==> config.mk <==
export PLATFORM = sky130hd
export DESIGN_NAME = xbus_strobe_gen
export DESIGN_NICKNAME = d
export VERILOG_FILES = /design/src/rtl/xbus_pkg.sv /design/src/rtl/xbus_wait_sel.sv /design/src/rtl/xbus_strobe_dec.sv /design/src/rtl/xbus_seq.sv /design/src/rtl/xbus_strobe_gen.sv
export SDC_FILE = /design/constraint.sdc
export NUM_CORES = 1
export LEC_CHECK = 0
export CORE_ASPECT_RATIO = 0.8
export CORE_MARGIN = 1
export CORE_UTILIZATION = 38
export CTS_CLUSTER_SIZE = 8
export DETAILED_ROUTE_END_ITERATION = 8
export GPL_ROUTABILITY_DRIVEN = 0
export MAX_ROUTING_LAYER = met4
export PLACE_DENSITY = 0.67
export SLEW_MARGIN = 20
export SYNTH_ARGS = -nofsm -noshare
export SYNTH_HDL_FRONTEND = slang
export SYNTH_SLANG_ARGS = --single-unit
==> constraint.sdc <==
create_clock -name clk -period 5.5 [get_ports clk]
set_clock_uncertainty 0.15 [all_clocks]
set_input_delay 1.1 -clock clk [delete_from_list [all_inputs] [get_ports clk]]
set_output_delay 1.1 -clock clk [all_outputs]
set_load 0.01 [all_outputs]
==> src/rtl/xbus_pkg.sv <==
package xbus_pkg;
  typedef enum logic [2:0] {
    ST_IDLE = 3'd0,
    ST_ADDR = 3'd1,
    ST_STRB = 3'd2,
    ST_END  = 3'd3,
    ST_HOLD = 3'd4
  } xb_state_e;
endpackage

==> src/rtl/xbus_wait_sel.sv <==
module xbus_wait_sel #(
  parameter int NREG = 4,
  parameter int WW   = 2,
  localparam int RB  = $clog2(NREG)
) (
  input  logic [RB-1:0]      region,
  input  logic [NREG*WW-1:0] cfg,
  output logic [WW-1:0]      waits
);
  logic [WW-1:0] fld [NREG];

  for (genvar g = 0; g < NREG; g++) begin : g_fld
    assign fld[g] = cfg[g*WW +: WW];
  end

  assign waits = fld[region];
endmodule

==> src/rtl/xbus_strobe_dec.sv <==
module xbus_strobe_dec
  import xbus_pkg::*;
(
  input  xb_state_e st,
  input  logic      is_wr,
  input  logic      split,
  input  logic      narrow,
  input  logic      word,
  input  logic      odd,
  output logic      rd_n,
  output logic      lo_n,
  output logic      hi_n,
  output logic      ale
);
  logic active;

  always_comb begin
    active = (st == ST_STRB);
    ale    = (st == ST_ADDR);
    rd_n   = !(active && !is_wr);
    if (split) begin
      lo_n = !(active && is_wr && (narrow || word || !odd));
      hi_n = !(active && is_wr && !narrow && (word || odd));
    end else begin
      lo_n = !(active && is_wr);
      hi_n = !(active && (word || odd));
    end
  end
endmodule

==> src/rtl/xbus_seq.sv <==
module xbus_seq
  import xbus_pkg::*;
#(
  parameter int AW   = 24,
  parameter int NREG = 4,
  parameter int WW   = 2,
  localparam int RB  = $clog2(NREG)
) (
  input  logic              clk,
  input  logic              rst,
  input  logic              req,
  input  logic [AW-1:0]     addr,
  input  logic              acc_word,
  input  logic              acc_write,
  input  logic              narrow_bus,
  input  logic              split_strobes,
  input  logic [NREG*WW-1:0] wait_cfg,
  input  logic              rdy_n,
  input  logic              hold_n,
  output xb_state_e         st_nx,
  output logic [AW-1:0]     addr_nx,
  output logic              word_nx,
  output logic              wr_nx,
  output logic              split_nx,
  output logic              narrow_nx
);
  xb_state_e     st_q;
  logic [AW-1:0] cyc_q;
  logic          word_q, more_q, wr_q, split_q, nar_q;
  logic [WW-1:0] cnt_q, cnt_n, waits;
  logic          more_n, brk;

  xbus_wait_sel #(.NREG(NREG), .WW(WW)) u_wait (
    .region (cyc_q[AW-1 -: RB]),
    .cfg    (wait_cfg),
    .waits  (waits)
  );

  always_comb begin
    st_nx     = st_q;
    addr_nx   = cyc_q;
    word_nx   = word_q;
    more_n    = more_q;
    cnt_n     = cnt_q;
    wr_nx     = wr_q;
    split_nx  = split_q;
    narrow_nx = nar_q;
    brk       = acc_word && (narrow_bus || addr[0]);
    case (st_q)
      ST_IDLE: begin
        if (!hold_n) begin
          st_nx = ST_HOLD;
        end else if (req) begin
          st_nx     = ST_ADDR;
          addr_nx   = addr;
          word_nx   = acc_word && !brk;
          more_n    = brk;
          wr_nx     = acc_write;
          split_nx  = split_strobes;
          narrow_nx = narrow_bus;
        end
      end
      ST_ADDR: begin
        st_nx = ST_STRB;
        cnt_n = waits;
      end
      ST_STRB: begin
        if (cnt_q != '0) begin
          cnt_n = cnt_q - 1'b1;
        end else if (rdy_n) begin
          if (more_q) begin
            st_nx   = ST_ADDR;
            addr_nx = cyc_q + AW'(1);
            more_n  = 1'b0;
            word_nx = 1'b0;
          end else begin
            st_nx = ST_END;
          end
        end
      end
      ST_END:  st_nx = ST_IDLE;
      ST_HOLD: if (hold_n) st_nx = ST_IDLE;
      default: st_nx = ST_IDLE;
    endcase
  end

  always_ff @(posedge clk) begin
    if (rst) begin
      st_q    <= ST_IDLE;
      cyc_q   <= '0;
      word_q  <= 1'b0;
      more_q  <= 1'b0;
      cnt_q   <= '0;
      wr_q    <= 1'b0;
      split_q <= 1'b0;
      nar_q   <= 1'b0;
    end else begin
      st_q    <= st_nx;
      cyc_q   <= addr_nx;
      word_q  <= word_nx;
      more_q  <= more_n;
      cnt_q   <= cnt_n;
      wr_q    <= wr_nx;
      split_q <= split_nx;
      nar_q   <= narrow_nx;
    end
  end

  // a low ready with the wait count used up keeps the strobe phase
  a_r8_rdy_stretch: assert property (@(posedge clk) disable iff (rst)
    (st_q == ST_STRB && cnt_q == '0 && !rdy_n) |=> (st_q == ST_STRB));

  // remaining wait clocks keep the strobe phase regardless of ready
  a_r7_wait_hold: assert property (@(posedge clk) disable iff (rst)
    (st_q == ST_STRB && cnt_q != '0) |=> (st_q == ST_STRB));

  // hold is entered only from idle
  a_r11_hold_entry: assert property (@(posedge clk) disable iff (rst)
    (st_q == ST_HOLD) |-> ($past(st_q) == ST_IDLE || $past(st_q) == ST_HOLD));
endmodule

==> src/rtl/xbus_strobe_gen.sv <==
module xbus_strobe_gen
  import xbus_pkg::*;
#(
  parameter int AW   = 24,
  parameter int NREG = 4,
  parameter int WW   = 2
) (
  input  logic               clk,
  input  logic               rst,
  input  logic               req,
  input  logic [AW-1:0]      addr,
  input  logic               acc_word,
  input  logic               acc_write,
  input  logic               narrow_bus,
  input  logic               split_strobes,
  input  logic [NREG*WW-1:0] wait_cfg,
  input  logic               rdy_n,
  input  logic               hold_n,
  output logic [AW-1:0]      ext_addr,
  output logic               rd_n,
  output logic               wr_lo_n,
  output logic               wr_hi_n,
  output logic               addr_latch,
  output logic               hold_ack_n,
  output logic               acc_done
);
  xb_state_e     st_nx;
  logic [AW-1:0] addr_nx;
  logic          word_nx, wr_nx, split_nx, narrow_nx;
  logic          d_rd_n, d_lo_n, d_hi_n, d_ale;

  xbus_seq #(.AW(AW), .NREG(NREG), .WW(WW)) u_seq (
    .clk           (clk),
    .rst           (rst),
    .req           (req),
    .addr          (addr),
    .acc_word      (acc_word),
    .acc_write     (acc_write),
    .narrow_bus    (narrow_bus),
    .split_strobes (split_strobes),
    .wait_cfg      (wait_cfg),
    .rdy_n         (rdy_n),
    .hold_n        (hold_n),
    .st_nx         (st_nx),
    .addr_nx       (addr_nx),
    .word_nx       (word_nx),
    .wr_nx         (wr_nx),
    .split_nx      (split_nx),
    .narrow_nx     (narrow_nx)
  );

  xbus_strobe_dec u_dec (
    .st     (st_nx),
    .is_wr  (wr_nx),
    .split  (split_nx),
    .narrow (narrow_nx),
    .word   (word_nx),
    .odd    (addr_nx[0]),
    .rd_n   (d_rd_n),
    .lo_n   (d_lo_n),
    .hi_n   (d_hi_n),
    .ale    (d_ale)
  );

  always_ff @(posedge clk) begin
    if (rst) begin
      ext_addr   <= {1'b1, {(AW-1){1'b0}}};
      rd_n       <= 1'b1;
      wr_lo_n    <= 1'b1;
      wr_hi_n    <= 1'b1;
      addr_latch <= 1'b0;
      hold_ack_n <= 1'b1;
      acc_done   <= 1'b0;
    end else begin
      ext_addr   <= {~addr_nx[AW-1], addr_nx[AW-2:0]};
      rd_n       <= d_rd_n;
      wr_lo_n    <= d_lo_n;
      wr_hi_n    <= d_hi_n;
      addr_latch <= d_ale;
      hold_ack_n <= !(st_nx == ST_HOLD);
      acc_done   <= (st_nx == ST_END);
    end
  end

  // the latch clock carries no strobe
  a_r2_ale_quiet: assert property (@(posedge clk) disable iff (rst)
    addr_latch |-> (rd_n && wr_lo_n && wr_hi_n));

  // the strobe phase follows the latch clock directly
  a_r2_ale_then_strobe: assert property (@(posedge clk) disable iff (rst)
    addr_latch |=> (!rd_n || !wr_lo_n || !wr_hi_n));

  // read and write strobes never overlap
  a_r3_no_rd_wr: assert property (@(posedge clk) disable iff (rst)
    !(!rd_n && !wr_lo_n));

  // completion is a single-clock pulse
  a_r9_done_pulse: assert property (@(posedge clk) disable iff (rst)
    acc_done |=> !acc_done);

  // nothing is driven onto the bus while held
  a_r10_hold_quiet: assert property (@(posedge clk) disable iff (rst)
    !hold_ack_n |-> (!addr_latch && rd_n && wr_lo_n && wr_hi_n));

  // hold acknowledge drops one edge after hold is withdrawn
  a_r12_release: assert property (@(posedge clk) disable iff (rst)
    (!hold_ack_n && hold_n) |=> hold_ack_n);
endmodule

==> results of run 1 <==
## layout by cell type (no fill, tap or decap), drive strengths merged, types with 4 or more instances in the layout
cell,count
a22oi,10
o22ai,7
or4,4
nand4,7
a31oi,5
clkbuf,6
clkdlybuf4s50,70
dfxtp,41
nor4,8
nor3b,4
nand2b,4
nor3,10
nor2,27
or3,4
nand2,26
nand3,11
o21ai,10
inv,9
xnor2,7
a21oi,8
a221o,5
## worst max path at each step
stage / cells after the start / slack [ps] / start / end
floorplan: 6 / 2610 / rdy_n / flop
global placement: 6 / 1930 / rdy_n / flop
global route: 6 / 1990 / rdy_n / ext_addr[23]$_SDFF_PP1_
detailed placement: 6 / 1880 / rdy_n / flop
CTS: 6 / 2190 / rdy_n / flop
finish: 6 / 2180 / rdy_n / flop
## power by group through the flow
stage | registers [uW] | clock network, uW | logic, uW
6_report | 331 | 194 | 119
5_1_grt | 334 | 208 | 130
4_1_cts | 331 | 197 | 120
3_5_place_dp | 338 | 0 | 119
3_3_place_gp | 337 | 0 | 119
2_1_floorplan | 332 | 0 | 68.4
## cell families (layout without fill, tap and decap cells)
| group | Yosys count | in the layout | share of synthesized area |
|---|---|---|---|
| muxes | 5 | 5 | 0.03245 |
| adders and majority gates | 2 | 2 | 0.01081 |
| buffers and inverters | 47 | 89 | 0.1152 |
| AOI/OAI and AO/OA | 62 | 62 | 0.1893 |
| xor gates and xnor gates | 10 | 10 | 0.03786 |
| and+or+nand+nor | 116 | 116 | 0.2596 |
| DFF | 41 | 41 | 0.3548 |
## metal layers
metal | vias up | share of wire | global-route usage
met2 | 80 | 0.43 | 0.3011
met3 | 6 | 0.070 | 0.02995
met5 | - | 0 | -
li1 | 1102 | - | -
met4 | 0 | 0.0099 | 0.06878
met1 | 1067 | 0.48 | 0.3073
## worst max-delay path, stage by stage
cell	delay, ps
clkdlybuf4s50_1	550
nand4_2	220
or4_1	610
or3_1	410
a21o_1	190
a221o_1	280
## metrics by stage
stage	setup WS, ps	cell area, sq um
2_1_floorplan	2615	2313
3_3_place_gp	1929	2904
3_5_place_dp	1883	2904
4_1_cts	2190	2987
5_1_grt	1988	2992
6_report	2176	2992
## cell type report
type | instances | share of cell area
clock buffers | 6 | 0.02426
flip-flops and latches | 41 | 0.2744
repair buffers | 72 | 0.2392
well taps | 81 | 0.03388
multi-input cells | 195 | 0.4136
clock inverters | 2 | 0.003346
inverters | 9 | 0.01129
==> impl_metrics.ini, run 1 <==
[status]
status = complete, no violations

[power_and_ir_drop]
total_power_uw = 644.1
power_leakage_uw = 0.001008
power_density_nw_per_um2 = 215.3
p_clk_frac = 0.301
switching_share = 0.2746
power_frac_seq = 0.514
ir_drop_mv = 0.1120
switching_power_uw = 176.9
p_int_uw = 467.2
combPwrFrac = 0.185

[worst_setup_path]
crit_fanout = 9
reg2reg_setup_slack_ps = 2830
startpoint_type = input pin
reg2reg_depth = 7
cp.required_ps = 5540
r2r-start = u_seq.cnt_q[0]$_SDFFE_PP0P_
crit_type = input pin to flop
end_kind = flop
crit_arrival_ps = 3360

[routing]
drcViolationCount = 0
drt-pass1-iter-count = 4
viasPerCell = 5.554
drtAntennaViolNets = 0
drt-initial-drc-count = 196
vias = 2255
wl_microns = 6366
wl_per_cell_microns = 15.68

[global_route]
grt_usage = 0.2120
grt_pass1_wl_microns = 10010
grt_max_degree = 21
grt_pass1_vias = 2049
grt_overflow = 0
antenna_found_initial = 0

[cells_and_area]
final_cell_count_no_fill = 406
antenna_cells = 0
finalCoreUtilization = 0.5087
multi_input_area_sq_um = 1237
drive_gt1_frac = 0.05538
nets = 367
fillerInstances = 605
area_delta_synth_final_pct = 29.31
ff_latch_area_sq_um = 820.8

[run]
drv_cap = 0

[synthesis]
ys_top_cells_by_count = 41 x dfxtp_1, 27 x nor2_1, 26 x nand2_1
synth-edff-count = 0
synth_seq_cells = 41
yosysMostFrequentCell = dfxtp_1
ys_top_cells_by_area = dfxtp_1 35%, buf_4 7.5%, nor2_1 4.4%, nand2_1 4.2%, a22oi_1 3.2%
synth_nets = 326
synthCells = 283
ys_seq_area_frac = 0.3548
synthesis.area_sq_um = 2313
yosysWarningCount = 0
synth_top_area_share = 0.3548
synth_flop_cell = dfxtp_1
synth_top_area_cell = dfxtp_1
synthDistinctLibCells = 45
async_flop_share = 0
synth_area_per_cell_sq_um = 8.175

[clocking]
cts-resized-gates = 0
postCtsSetupBuffers = 0
root_buffer = clkbuf_8
cts_inserted_buffers = 5
cts_tree = yes
htreeDepth = 2
clock_latency_ps = 290
cts_hold_buf = 0
clockBufferDepth = 2
path_clk_slew_ps = 80
clock_sinks = 41

[floorplan]
initial_core_util = 0.3934
die-area_sq_um = 6406
die_h_microns = 71.79
num_rows = 25
dieWidth_microns = 89.24
ioPinCount = 71
core_area_sq_um = 5881

[sta]
fin_crit_ps = 3324
relSlewSlack = 0.4364
tightestPinTransition_ps = 837.7
rsz0062_at_grt = false
period_share = 0.6043
drv_slew = 0
whs_ps = 329.5
maxClockFrequency_mhz = 300.9
setup_viol = 0
tns_ps = 0
hold_violations = 0

[hold_path]
hold_end = u_seq.nar_q$_SDFF_PP0_
min_path_type = flop to flop
min_from = u_seq.nar_q$_SDFF_PP0_
min_path_cells = 2

[placed_design]
port_buffers = 70
dp_cells = 398
hpwl_microns = 4725
Note: power is estimated with default switching activity, not from simulation.
==> run 2: changes to the inputs <==
==> constraint.sdc (replaced) <==
create_clock -name clk -period 3.48 [get_ports clk]
set_clock_uncertainty 0.15 [all_clocks]
set_input_delay 0.696 -clock clk [delete_from_list [all_inputs] [get_ports clk]]
set_output_delay 0.696 -clock clk [all_outputs]
set_load 0.01 [all_outputs]
==> run 2 against run 1 <==
Compared with the run above: design area rose by 2.1%; register-to-register slack got worse by 1800 ps; critical path depth did not move.
==> impl_metrics.ini, run 2 (synthesis gave the netlist of run 1 again) <==
[status]
status = complete, no violations

[floorplan]
die_h_microns = 71.79
core_area_sq_um = 5881
ioPinCount = 71
die-area_sq_um = 6406
dieWidth_microns = 89.24
initial_core_util = 0.3934
num_rows = 25

[cells_and_area]
nets = 375
drive_gt1_frac = 0.07530
fillerInstances = 596
multi_input_area_sq_um = 1232
area_delta_synth_final_pct = 32.02
mostFrequentLayoutCell = clkdlybuf4s50_1
mostFrequentLayoutCells = 70 x clkdlybuf4s50_1, 41 x dfxtp_1, 27 x nor2_1
ff_latch_area_sq_um = 820.8
final_cell_count_no_fill = 413
antenna_cells = 0

[clocking]
clock_latency_ps = 300
cts-resized-gates = 0
postCtsSetupBuffers = 0
cts_hold_buf = 0
htreeDepth = 2
clockBufferDepth = 2
path_clk_slew_ps = 80
cts_tree = yes
clock_sinks = 41
cts_inserted_buffers = 5
root_buffer = clkbuf_8

[power_and_ir_drop]
ir_drop_mv = 0.1751
total_power_uw = 1044
power_leakage_uw = 0.001044
power_density_nw_per_um2 = 342.0

[routing]
drcViolationCount = 0
drt-initial-drc-count = 194
vias = 2248
drt-pass1-iter-count = 4
drtAntennaViolNets = 0
viasPerCell = 5.443
wl_microns = 6235
wl_per_cell_microns = 15.10

[sta]
drv_slew = 0
tns_ps = 0
fin_crit_ps = 2730
period_share = 0.7844
maxClockFrequency_mhz = 366.4
relSlewSlack = 0.4580
rsz0062_at_grt = false
whs_ps = 330.3
setup_viol = 0
hold_violations = 0
tightestPinTransition_ps = 813.1

[worst_setup_path]
path_cells = clkdlybuf4s50_1, nand4_2, or4_1, or3_1, a21o_1, a221o_1
reg2reg_depth = 7
cp_top_family = simple AND/OR/NAND/NOR gates
cp.required_ps = 3530
crit_arrival_ps = 2780
r2r-start = u_seq.cnt_q[0]$_SDFFE_PP0P_
startpoint = rdy_n
worst_path_max_delay_cell = clkdlybuf4s50_1
crit_fanout = 7
end_kind = flop
path_depth = 6
crit_type = input pin to flop
reg2reg_setup_slack_ps = 990
critical_path_buf_inv_count = 1
startpoint_type = input pin
max_stage_delay_ps = 560

[global_route]
grt_pass1_wl_microns = 9825
grt_max_degree = 34
grt_usage = 0.2079
grt_overflow = 0
antenna_found_initial = 0
grt_pass1_vias = 2007

[hold_path]
min_from = u_seq.split_q$_SDFF_PP0_
min_path_type = flop to flop

[placed_design]
dp_cells = 406
hpwl_microns = 4636
port_buffers = 70

[run]
drv_cap = 0
run 2: cell types whose count changed in the layout (fill, tap and decap cells not counted):
cell | previous run | this run
clkinv_2 | 2 | 0
buf_4 | 2 | 10
clkbuf_8 | 5 | 6
clkinvlp_4 | 0 | 1
clkbuf_1 | 1 | 0
nor3b_1 | 3 | 4
nor3b_2 | 1 | 0
run 2: area by class of cell:
| type | instances | share of cell area |
|---|---|---|
| clock buffers | 6 | 0.02704 |
| clock inverters | 1 | 0.002458 |
| inverters | 9 | 0.01106 |
| multi-input cells | 195 | 0.4035 |
| flip-flops and latches | 41 | 0.2687 |
| well taps | 81 | 0.03318 |
| repair buffers | 80 | 0.2540 |
run 2: stage by stage:
step,instance area (sq um),utilization,setup slack [ps]
2_1_floorplan,2313,-,998.5
3_3_place_gp,2964,0.5040,479.7
3_5_place_dp,2964,0.5040,434.7
4_1_cts,3054,0.5194,757.6
5_1_grt,3054,0.5194,627.9
6_report,3054,0.5194,750.4
run 2: metal layers:
layer | GRT usage | vias to the layer above | routed length [microns]
met1 | 0.3033 | 1045 | 3016
li1 | - | 1116 | -
met3 | 0.04263 | 8 | 491
met4 | 0.07407 | 0 | 90
met5 | - | - | 0
met2 | 0.2799 | 79 | 2638
run 2: how the worst min path moves through the flow:
stage,slack [ps],cells past startpoint,to
3_5_place_dp,320,2,u_seq.cnt_q[0]$_SDFFE_PP0P_
2_1_floorplan,290,2,u_seq.split_q$_SDFF_PP0_
4_1_cts,330,2,u_seq.cnt_q[0]$_SDFFE_PP0P_
5_1_grt,360,2,u_seq.cnt_q[0]$_SDFFE_PP0P_
6_report,330,2,u_seq.split_q$_SDFF_PP0_
3_3_place_gp,310,2,u_seq.cnt_q[0]$_SDFFE_PP0P_
run 2: worst reg2reg max path: cells and delay by family (launching register included):
family,cells,cell delay [ps]
flops,1,320
simple gates,3,1070
fa+ha+maj,1,300
compound gates,2,480
buf+inv,1,70
run 2: report_power, final:
| part | leakage [uW] | internal [uW] | switching [uW] |
|---|---|---|---|
| logic | 0.000666 | 111 | 82.7 |
| registers | 0.000334 | 492 | 29.9 |
| clock network | 0.0000433 | 157 | 172 |
